### src/rtl/dma_chan_pkg.sv
package dma_chan_pkg;

  typedef enum logic [2:0] {
    PORT_ADDR     = 3'd0,
    PORT_COUNT    = 3'd1,
    PORT_PAGE_LO  = 3'd2,
    PORT_PAGE_HI  = 3'd3,
    PORT_MODE     = 3'd4,
    PORT_MASK     = 3'd5,
    PORT_FLIP_CLR = 3'd6,
    PORT_STATUS   = 3'd7
  } port_sel_e;

  typedef enum logic [1:0] {
    XFER_CHECK     = 2'b00,
    XFER_TO_MEM    = 2'b01,
    XFER_FROM_MEM  = 2'b10,
    XFER_RESERVED  = 2'b11
  } xfer_e;

  // next value of a stepping register
  function automatic logic [31:0] f_step(input logic [31:0] v, input logic up);
    return up ? v + 32'd1 : v - 32'd1;
  endfunction

  // a step from this value leaves the word's range
  function automatic logic f_wraps(input logic [31:0] v, input int width, input logic up);
    logic [31:0] top;
    top = (32'd1 << width) - 32'd1;
    return up ? (v == top) : (v == 32'd0);
  endfunction

  function automatic logic f_chan_hit(input logic [1:0] field, input int chan);
    return field == chan[1:0];
  endfunction

  function automatic logic f_serves(input xfer_e x);
    return (x == XFER_TO_MEM) || (x == XFER_FROM_MEM);
  endfunction

endpackage

### src/rtl/dma_byte_ptr.sv
module dma_byte_ptr (
  input  logic clk,
  input  logic rst_n,
  input  logic clr,
  input  logic toggle,
  output logic hi_sel
);

  always_ff @(posedge clk) begin
    if (!rst_n)      hi_sel <= 1'b0;
    else if (clr)    hi_sel <= 1'b0;
    else if (toggle) hi_sel <= ~hi_sel;
  end

  p_clear_low_r2: assert property (@(posedge clk) disable iff (!rst_n)
    clr |=> !hi_sel);

  p_alternate_r2: assert property (@(posedge clk) disable iff (!rst_n)
    (toggle && !clr) |=> (hi_sel != $past(hi_sel)));

endmodule

### src/rtl/dma_word_reg.sv
module dma_word_reg #(
  parameter int BYTE_W  = 8,
  parameter int COUNT_UP = 1
) (
  input  logic                  clk,
  input  logic                  rst_n,
  input  logic                  wr_lo,
  input  logic                  wr_hi,
  input  logic [BYTE_W-1:0]     wdata,
  input  logic                  step,
  output logic [2*BYTE_W-1:0]   value,
  output logic                  wrap
);
  import dma_chan_pkg::*;

  localparam int WORD_W = 2 * BYTE_W;

  logic [WORD_W-1:0] next_val;

  generate
    if (COUNT_UP != 0) begin : g_up
      assign next_val = WORD_W'(f_step(32'(value), 1'b1));
      assign wrap     = f_wraps(32'(value), WORD_W, 1'b1);
    end else begin : g_down
      assign next_val = WORD_W'(f_step(32'(value), 1'b0));
      assign wrap     = f_wraps(32'(value), WORD_W, 1'b0);
    end
  endgenerate

  always_ff @(posedge clk) begin
    if (!rst_n)     value <= '0;
    else if (wr_lo) value[BYTE_W-1:0] <= wdata;
    else if (wr_hi) value[WORD_W-1:BYTE_W] <= wdata;
    else if (step)  value <= next_val;
  end

  p_step_moves_r7: assert property (@(posedge clk) disable iff (!rst_n)
    (step && !wr_lo && !wr_hi) |=> (value != $past(value)));

  p_write_one_byte_r2: assert property (@(posedge clk) disable iff (!rst_n)
    wr_lo |=> (value[WORD_W-1:BYTE_W] == $past(value[WORD_W-1:BYTE_W])));

endmodule

### src/rtl/dma_chan_ctrl.sv
module dma_chan_ctrl #(
  parameter int CHAN   = 2,
  parameter int FLAG_W = 4
) (
  input  logic              clk,
  input  logic              rst_n,
  input  logic              mode_wr,
  input  logic [3:0]        mode_bits,
  input  logic              mask_wr,
  input  logic [2:0]        mask_bits,
  input  logic              tc_evt,
  input  logic              status_rd,
  output logic              masked,
  output dma_chan_pkg::xfer_e xfer,
  output logic [FLAG_W-1:0] flags
);
  import dma_chan_pkg::*;

  logic mode_hit, mask_hit;
  assign mode_hit = mode_wr && f_chan_hit(mode_bits[1:0], CHAN);
  assign mask_hit = mask_wr && f_chan_hit(mask_bits[1:0], CHAN);

  always_ff @(posedge clk) begin
    if (!rst_n)        xfer <= XFER_CHECK;
    else if (mode_hit) xfer <= xfer_e'(mode_bits[3:2]);
  end

  always_ff @(posedge clk) begin
    if (!rst_n)        masked <= 1'b1;
    else if (tc_evt)   masked <= 1'b1;
    else if (mask_hit) masked <= mask_bits[2];
  end

  generate
    for (genvar i = 0; i < FLAG_W; i++) begin : g_flag
      if (i == CHAN) begin : g_live
        logic f_q;
        always_ff @(posedge clk) begin
          if (!rst_n)         f_q <= 1'b0;
          else if (tc_evt)    f_q <= 1'b1;
          else if (status_rd) f_q <= 1'b0;
        end
        assign flags[i] = f_q;
      end else begin : g_tied
        assign flags[i] = 1'b0;
      end
    end
  endgenerate

  p_tc_masks_r8: assert property (@(posedge clk) disable iff (!rst_n)
    tc_evt |=> masked);

  p_tc_flag_kept_r9: assert property (@(posedge clk) disable iff (!rst_n)
    tc_evt |=> flags[CHAN]);

  p_read_clears_r9: assert property (@(posedge clk) disable iff (!rst_n)
    (status_rd && !tc_evt) |=> (flags == '0));

  p_foreign_mask_r6: assert property (@(posedge clk) disable iff (!rst_n)
    (mask_wr && !mask_hit && !tc_evt) |=> $stable(masked));

endmodule

### src/rtl/dma_chan_regs.sv
module dma_chan_regs #(
  parameter int CHAN   = 2,
  parameter int BYTE_W = 8,
  parameter int FLAG_W = 4
) (
  input  logic                clk,
  input  logic                rst_n,
  input  logic [2:0]          port_sel,
  input  logic                port_wr,
  input  logic                port_rd,
  input  logic [BYTE_W-1:0]   port_wdata,
  output logic [BYTE_W-1:0]   port_rdata,
  input  logic                dreq,
  output logic                dack,
  output logic                mem_req,
  output logic                mem_wr,
  output logic [4*BYTE_W-1:0] mem_addr,
  input  logic                mem_ack,
  output logic                tc
);
  import dma_chan_pkg::*;

  localparam int WORD_W = 2 * BYTE_W;

  port_sel_e sel;
  assign sel = port_sel_e'(port_sel);

  logic hi_sel, flip_clr, word_access;
  logic addr_wr, cnt_wr;
  logic [WORD_W-1:0] addr_q, cnt_q;
  logic addr_wrap, cnt_wrap;
  logic [BYTE_W-1:0] page_lo, page_hi;
  logic masked;
  xfer_e xfer;
  logic [FLAG_W-1:0] flags;
  logic step_evt, tc_evt, status_rd;

  // host events
  assign flip_clr    = port_wr && (sel == PORT_FLIP_CLR);
  assign word_access = (port_wr || port_rd) && ((sel == PORT_ADDR) || (sel == PORT_COUNT));
  assign addr_wr     = port_wr && (sel == PORT_ADDR);
  assign cnt_wr      = port_wr && (sel == PORT_COUNT);
  assign status_rd   = port_rd && (sel == PORT_STATUS);

  // transfer events
  assign mem_req  = !masked && dreq && f_serves(xfer) && !word_access;
  assign step_evt = mem_req && mem_ack;
  assign tc_evt   = step_evt && cnt_wrap;
  assign dack     = step_evt;
  assign tc       = tc_evt;
  assign mem_wr   = (xfer == XFER_TO_MEM);
  assign mem_addr = {page_hi, page_lo, addr_q};

  dma_byte_ptr u_ptr (
    .clk    (clk),
    .rst_n  (rst_n),
    .clr    (flip_clr),
    .toggle (word_access),
    .hi_sel (hi_sel)
  );

  dma_word_reg #(.BYTE_W(BYTE_W), .COUNT_UP(1)) u_addr (
    .clk   (clk),
    .rst_n (rst_n),
    .wr_lo (addr_wr && !hi_sel),
    .wr_hi (addr_wr && hi_sel),
    .wdata (port_wdata),
    .step  (step_evt),
    .value (addr_q),
    .wrap  (addr_wrap)
  );

  dma_word_reg #(.BYTE_W(BYTE_W), .COUNT_UP(0)) u_count (
    .clk   (clk),
    .rst_n (rst_n),
    .wr_lo (cnt_wr && !hi_sel),
    .wr_hi (cnt_wr && hi_sel),
    .wdata (port_wdata),
    .step  (step_evt),
    .value (cnt_q),
    .wrap  (cnt_wrap)
  );

  dma_chan_ctrl #(.CHAN(CHAN), .FLAG_W(FLAG_W)) u_ctrl (
    .clk       (clk),
    .rst_n     (rst_n),
    .mode_wr   (port_wr && (sel == PORT_MODE)),
    .mode_bits (port_wdata[3:0]),
    .mask_wr   (port_wr && (sel == PORT_MASK)),
    .mask_bits (port_wdata[2:0]),
    .tc_evt    (tc_evt),
    .status_rd (status_rd),
    .masked    (masked),
    .xfer      (xfer),
    .flags     (flags)
  );

  always_ff @(posedge clk) begin
    if (!rst_n) begin
      page_lo <= '0;
      page_hi <= '0;
    end else if (port_wr) begin
      if (sel == PORT_PAGE_LO) page_lo <= port_wdata;
      if (sel == PORT_PAGE_HI) page_hi <= port_wdata;
    end
  end

  always_comb begin
    port_rdata = '0;
    case (sel)
      PORT_ADDR:    port_rdata = hi_sel ? addr_q[WORD_W-1:BYTE_W] : addr_q[BYTE_W-1:0];
      PORT_COUNT:   port_rdata = hi_sel ? cnt_q[WORD_W-1:BYTE_W]  : cnt_q[BYTE_W-1:0];
      PORT_PAGE_LO: port_rdata = page_lo;
      PORT_PAGE_HI: port_rdata = page_hi;
      PORT_STATUS:  port_rdata = BYTE_W'(flags);
      default:      port_rdata = '0;
    endcase
  end

  p_host_holds_r10: assert property (@(posedge clk) disable iff (!rst_n)
    word_access |-> !mem_req);

  p_addr_up_r7: assert property (@(posedge clk) disable iff (!rst_n)
    (step_evt && !addr_wr) |=> (addr_q == WORD_W'($past(addr_q) + 1'b1)));

  p_page_kept_r7: assert property (@(posedge clk) disable iff (!rst_n)
    (step_evt && !port_wr) |=> $stable(mem_addr[4*BYTE_W-1:WORD_W]));

  p_tc_reload_r8: assert property (@(posedge clk) disable iff (!rst_n)
    tc_evt |=> (cnt_q == '1));

  p_masked_quiet_r8: assert property (@(posedge clk) disable iff (!rst_n)
    tc_evt |=> !mem_req);

  p_addr_wrap_seen_r7: assert property (@(posedge clk) disable iff (!rst_n)
    (step_evt && addr_wrap && !addr_wr) |=> (addr_q == '0));

endmodule

### config.mk
export PLATFORM = sky130hd
export DESIGN_NAME = dma_chan_regs
export DESIGN_NICKNAME = d
export VERILOG_FILES = /design/src/rtl/dma_chan_pkg.sv /design/src/rtl/dma_byte_ptr.sv /design/src/rtl/dma_word_reg.sv /design/src/rtl/dma_chan_ctrl.sv /design/src/rtl/dma_chan_regs.sv
export SDC_FILE = /design/constraint.sdc
export NUM_CORES = 1
export LEC_CHECK = 0
export BUFFER_PORTS_ARGS = -buffer_cell sky130_fd_sc_hd__buf_2
export CAP_MARGIN = 0
export CORE_UTILIZATION = 39
export CTS_CLUSTER_SIZE = 12
export DETAILED_ROUTE_END_ITERATION = 8
export PLACE_DENSITY = 0.63
export SETUP_SLACK_MARGIN = 0.5
export SLEW_MARGIN = 30
export SYNTH_ARGS = -nofsm -noshare
export SYNTH_HDL_FRONTEND = slang
export SYNTH_HIERARCHICAL = 1
export SYNTH_SLANG_ARGS = --single-unit
### constraint.sdc
create_clock -name clk -period 3.7 [get_ports clk]
set_input_delay 0.37 -clock clk [delete_from_list [all_inputs] [get_ports clk]]
set_output_delay 0.37 -clock clk [all_outputs]
set_load 0.01 [all_outputs]
==> impl_metrics.py <==
metrics = {
    "grt": {
        "grt_pass1_vias": 3218,
        "grt_pass1_wl_um": 17080,
        "grt-ovfl-total": 0,
        "use_met1_pct": 31.59,
        "track_usage_pct": 22.77,
        "met3_usage_pct": 3.540,
        "busiest_layer": "met2",
        "grt_max_degree": 31,
        "use_met2_pct": 35.32,
        "antenna_found_initial": 0,
    },
    "timing": {
        "rsz0062_at_grt": "false",
        "period_share_pct": 77.53,
        "fin_crit_ps": 2869,
        "finalHoldViolCount": 0,
        "tightest_slew_ps": 796.4,
        "finalSetupTns_ps": 0,
        "max_slew_margin_pct": 46.80,
        "setup_viol": 0,
        "fmax_mhz": 348.6,
        "maxSlewViolCount": 0,
        "fin_skew_ps": 5.377,
    },
    "layout": {
        "fill_cells": 892,
        "diodes": 0,
        "layout_common_cells": "60 x buf_2, 53 x dfxtp_1, 44 x nand2_1",
        "drive_gt1_share_pct": 20.97,
        "syn_to_final_growth_pct": 13.80,
        "layout_commonest_cell": "buf_2",
        "nNetsFinal": 491,
    },
    "synthesis": {
        "yosys_warnings": 6,
        "synth_area_per_cell_um2": 8.292,
        "syn_area_um2": 3491,
        "synthCells": 421,
    },
    "placed_design": {
        "dp_hpwl_um": 7651,
        "io_buffers": 60,
        "place.gp.congestion": 0.9000,
    },
    "clock_tree": {
        "clock_latency_ps": 320,
        "cts_sinks": 53,
        "clk_pin_slew_ps": 100,
        "cts_buffers": 5,
        "cts.path.max_buffers": 2,
        "postCtsHoldBufs": 0,
        "clockRootBuffer": "clkbuf_8",
        "ctsResizeCount": 0,
        "htreeDepth": 2,
        "cts_setup_buffers": 0,
        "cts_tree": "yes",
    },
    "power": {
        "power_density_nw_per_um2": 320.4,
        "seqPwrFrac_pct": 49.3,
        "p_switching_uw": 369.0,
        "swShare_pct": 29.00,
        "power.internal_uw": 903.6,
        "power_mw": 1.273,
        "pwr-share-comb_pct": 17.1,
        "ir_drop_v": 0.0001726,
        "clkPwrFrac_pct": 33.6,
        "p_leak_nw": 1.564,
    },
    "routing": {
        "num_vias": 3487,
        "drc_errors": 1,
        "antenna_left": 0,
        "viasPerCell": 6.012,
        "first_pass_iters": 7,
        "routedWlPerCell_um": 18.22,
        "wirelength_um": 10570,
        "first_iter_violations": 229,
    },
    "critical_path": {
        "cp_num_buf_inv": 3,
        "worst-path-max-fanout": 9,
        "cp_top_family": "simple AND/OR/NAND/NOR gates",
        "worstPathCellList": "nor4_4, nor4bb_1, buf_4, and3_1, inv_1, nor4_1, buf_2",
        "reg2reg_depth": 7,
        "path_class": "reg -> out",
        "rr_endpoint": "u_count/value[11]",
        "worst_setup_path_end_kind": "output pin",
        "cp-start-kind": "flop",
        "worstPathArrival_ps": 2500,
        "slowest_delay_ps": 440,
        "rrSetupSlack_ps": 1210,
        "cp_slowest_cell": "nor4_1",
        "r2r-start": "u_ptr/hi_sel",
        "worstPathRequired_ps": 3330,
    },
    "die": {
        "die_w_um": 96.61,
        "ios": 61,
        "die_h_um": 96.61,
        "coreArea_um2": 8678,
        "start_util_pct": 40.22,
        "dieArea_um2": 9333,
        "rows": 34,
    },
    "min_path": {
        "hold_depth": 3,
        "hp-start": "port_wdata[4]",
        "min_to": "page_hi[4]",
        "worstHoldPathType": "in -> reg",
    },
    "status": {
        "violations": "DRC",
        "status": "finished with violations",
    },
    "flow_run": {
        "max-cap-violations": 0,
    },
}
-- routing by layer --
layer,routed length (um),share of wire (%)
met3,689,6.5
met5,0,0
met4,283,2.7
met2,4821,46
met1,4772,45
-- power groups by stage --
| stage | Combinational [mW] | Sequential [mW] | Clock, mW |
|---|---|---|---|
| final | 0.218 | 0.627 | 0.427 |
| after floorplan | 0.144 | 0.634 | 0 |
| after detailed placement | 0.216 | 0.640 | 0 |
| after global placement | 0.213 | 0.640 | 0 |
| after CTS | 0.217 | 0.627 | 0.428 |
| after global routing | 0.240 | 0.632 | 0.455 |
-- state kept, by name, indices dropped and copies added (netlist names) --
register	cells
page_hi	8
u_ctrl/g_flag.g_live.f_q	1
u_addr/value	16
page_lo	8
u_ctrl/xfer	2
u_count/value	16
u_ptr/hi_sel	1
u_ctrl/masked	1
-- worst reg2reg max path: stages (launching register included) --
cell and delay, ps:
dfxtp_1 690, inv_1 150, nor3_1 210, buf_4 250
o21bai_1 160, or3_1 350, or4_1 400, o31ai_1 190
-- worst max-delay path by stage --
| stage | from | endpoint | slack, ps | cells past startpoint |
|---|---|---|---|---|
| after detailed placement | port_sel[0] | u_addr/value[9] | 940 | 8 |
| final | u_count/value[3] | tc | 830 | 7 |
| after CTS | u_count/value[3] | tc | 820 | 7 |
| after global routing | u_count/value[3] | tc | 510 | 7 |
| after floorplan | port_sel[2] | u_count/value[6] | 930 | 7 |
| after global placement | port_sel[0] | u_addr/value[9] | 1080 | 8 |
-- final cells by class --
type,count,area (um^2),share of cell area (%)
multi-input combinational,324,2228,56.09
clock inverter,1,30.03,0.7559
sequential,53,1061,26.71
timing repair buffer,68,360.3,9.071
clock buffer,7,86.33,2.173
tap,108,135.1,3.402
inverter,19,71.32,1.795
-- metrics by stage --
step                utilization [%]  hold slack, ps  cell area (um^2)  instances  setup WS [ps]
detailed placement            44.43           464.6              3856        572          942.7
global placement              44.43           448.7              3856        572           1085
floorplan                         -           434.7              3498        423          928.1
CTS                           45.78           382.0              3973        580          823.0
finish                        45.78           385.1              3973        580          831.4
global route                  45.78           408.1              3973        580          514.4
Note: power is estimated with default switching activity, not from simulation.
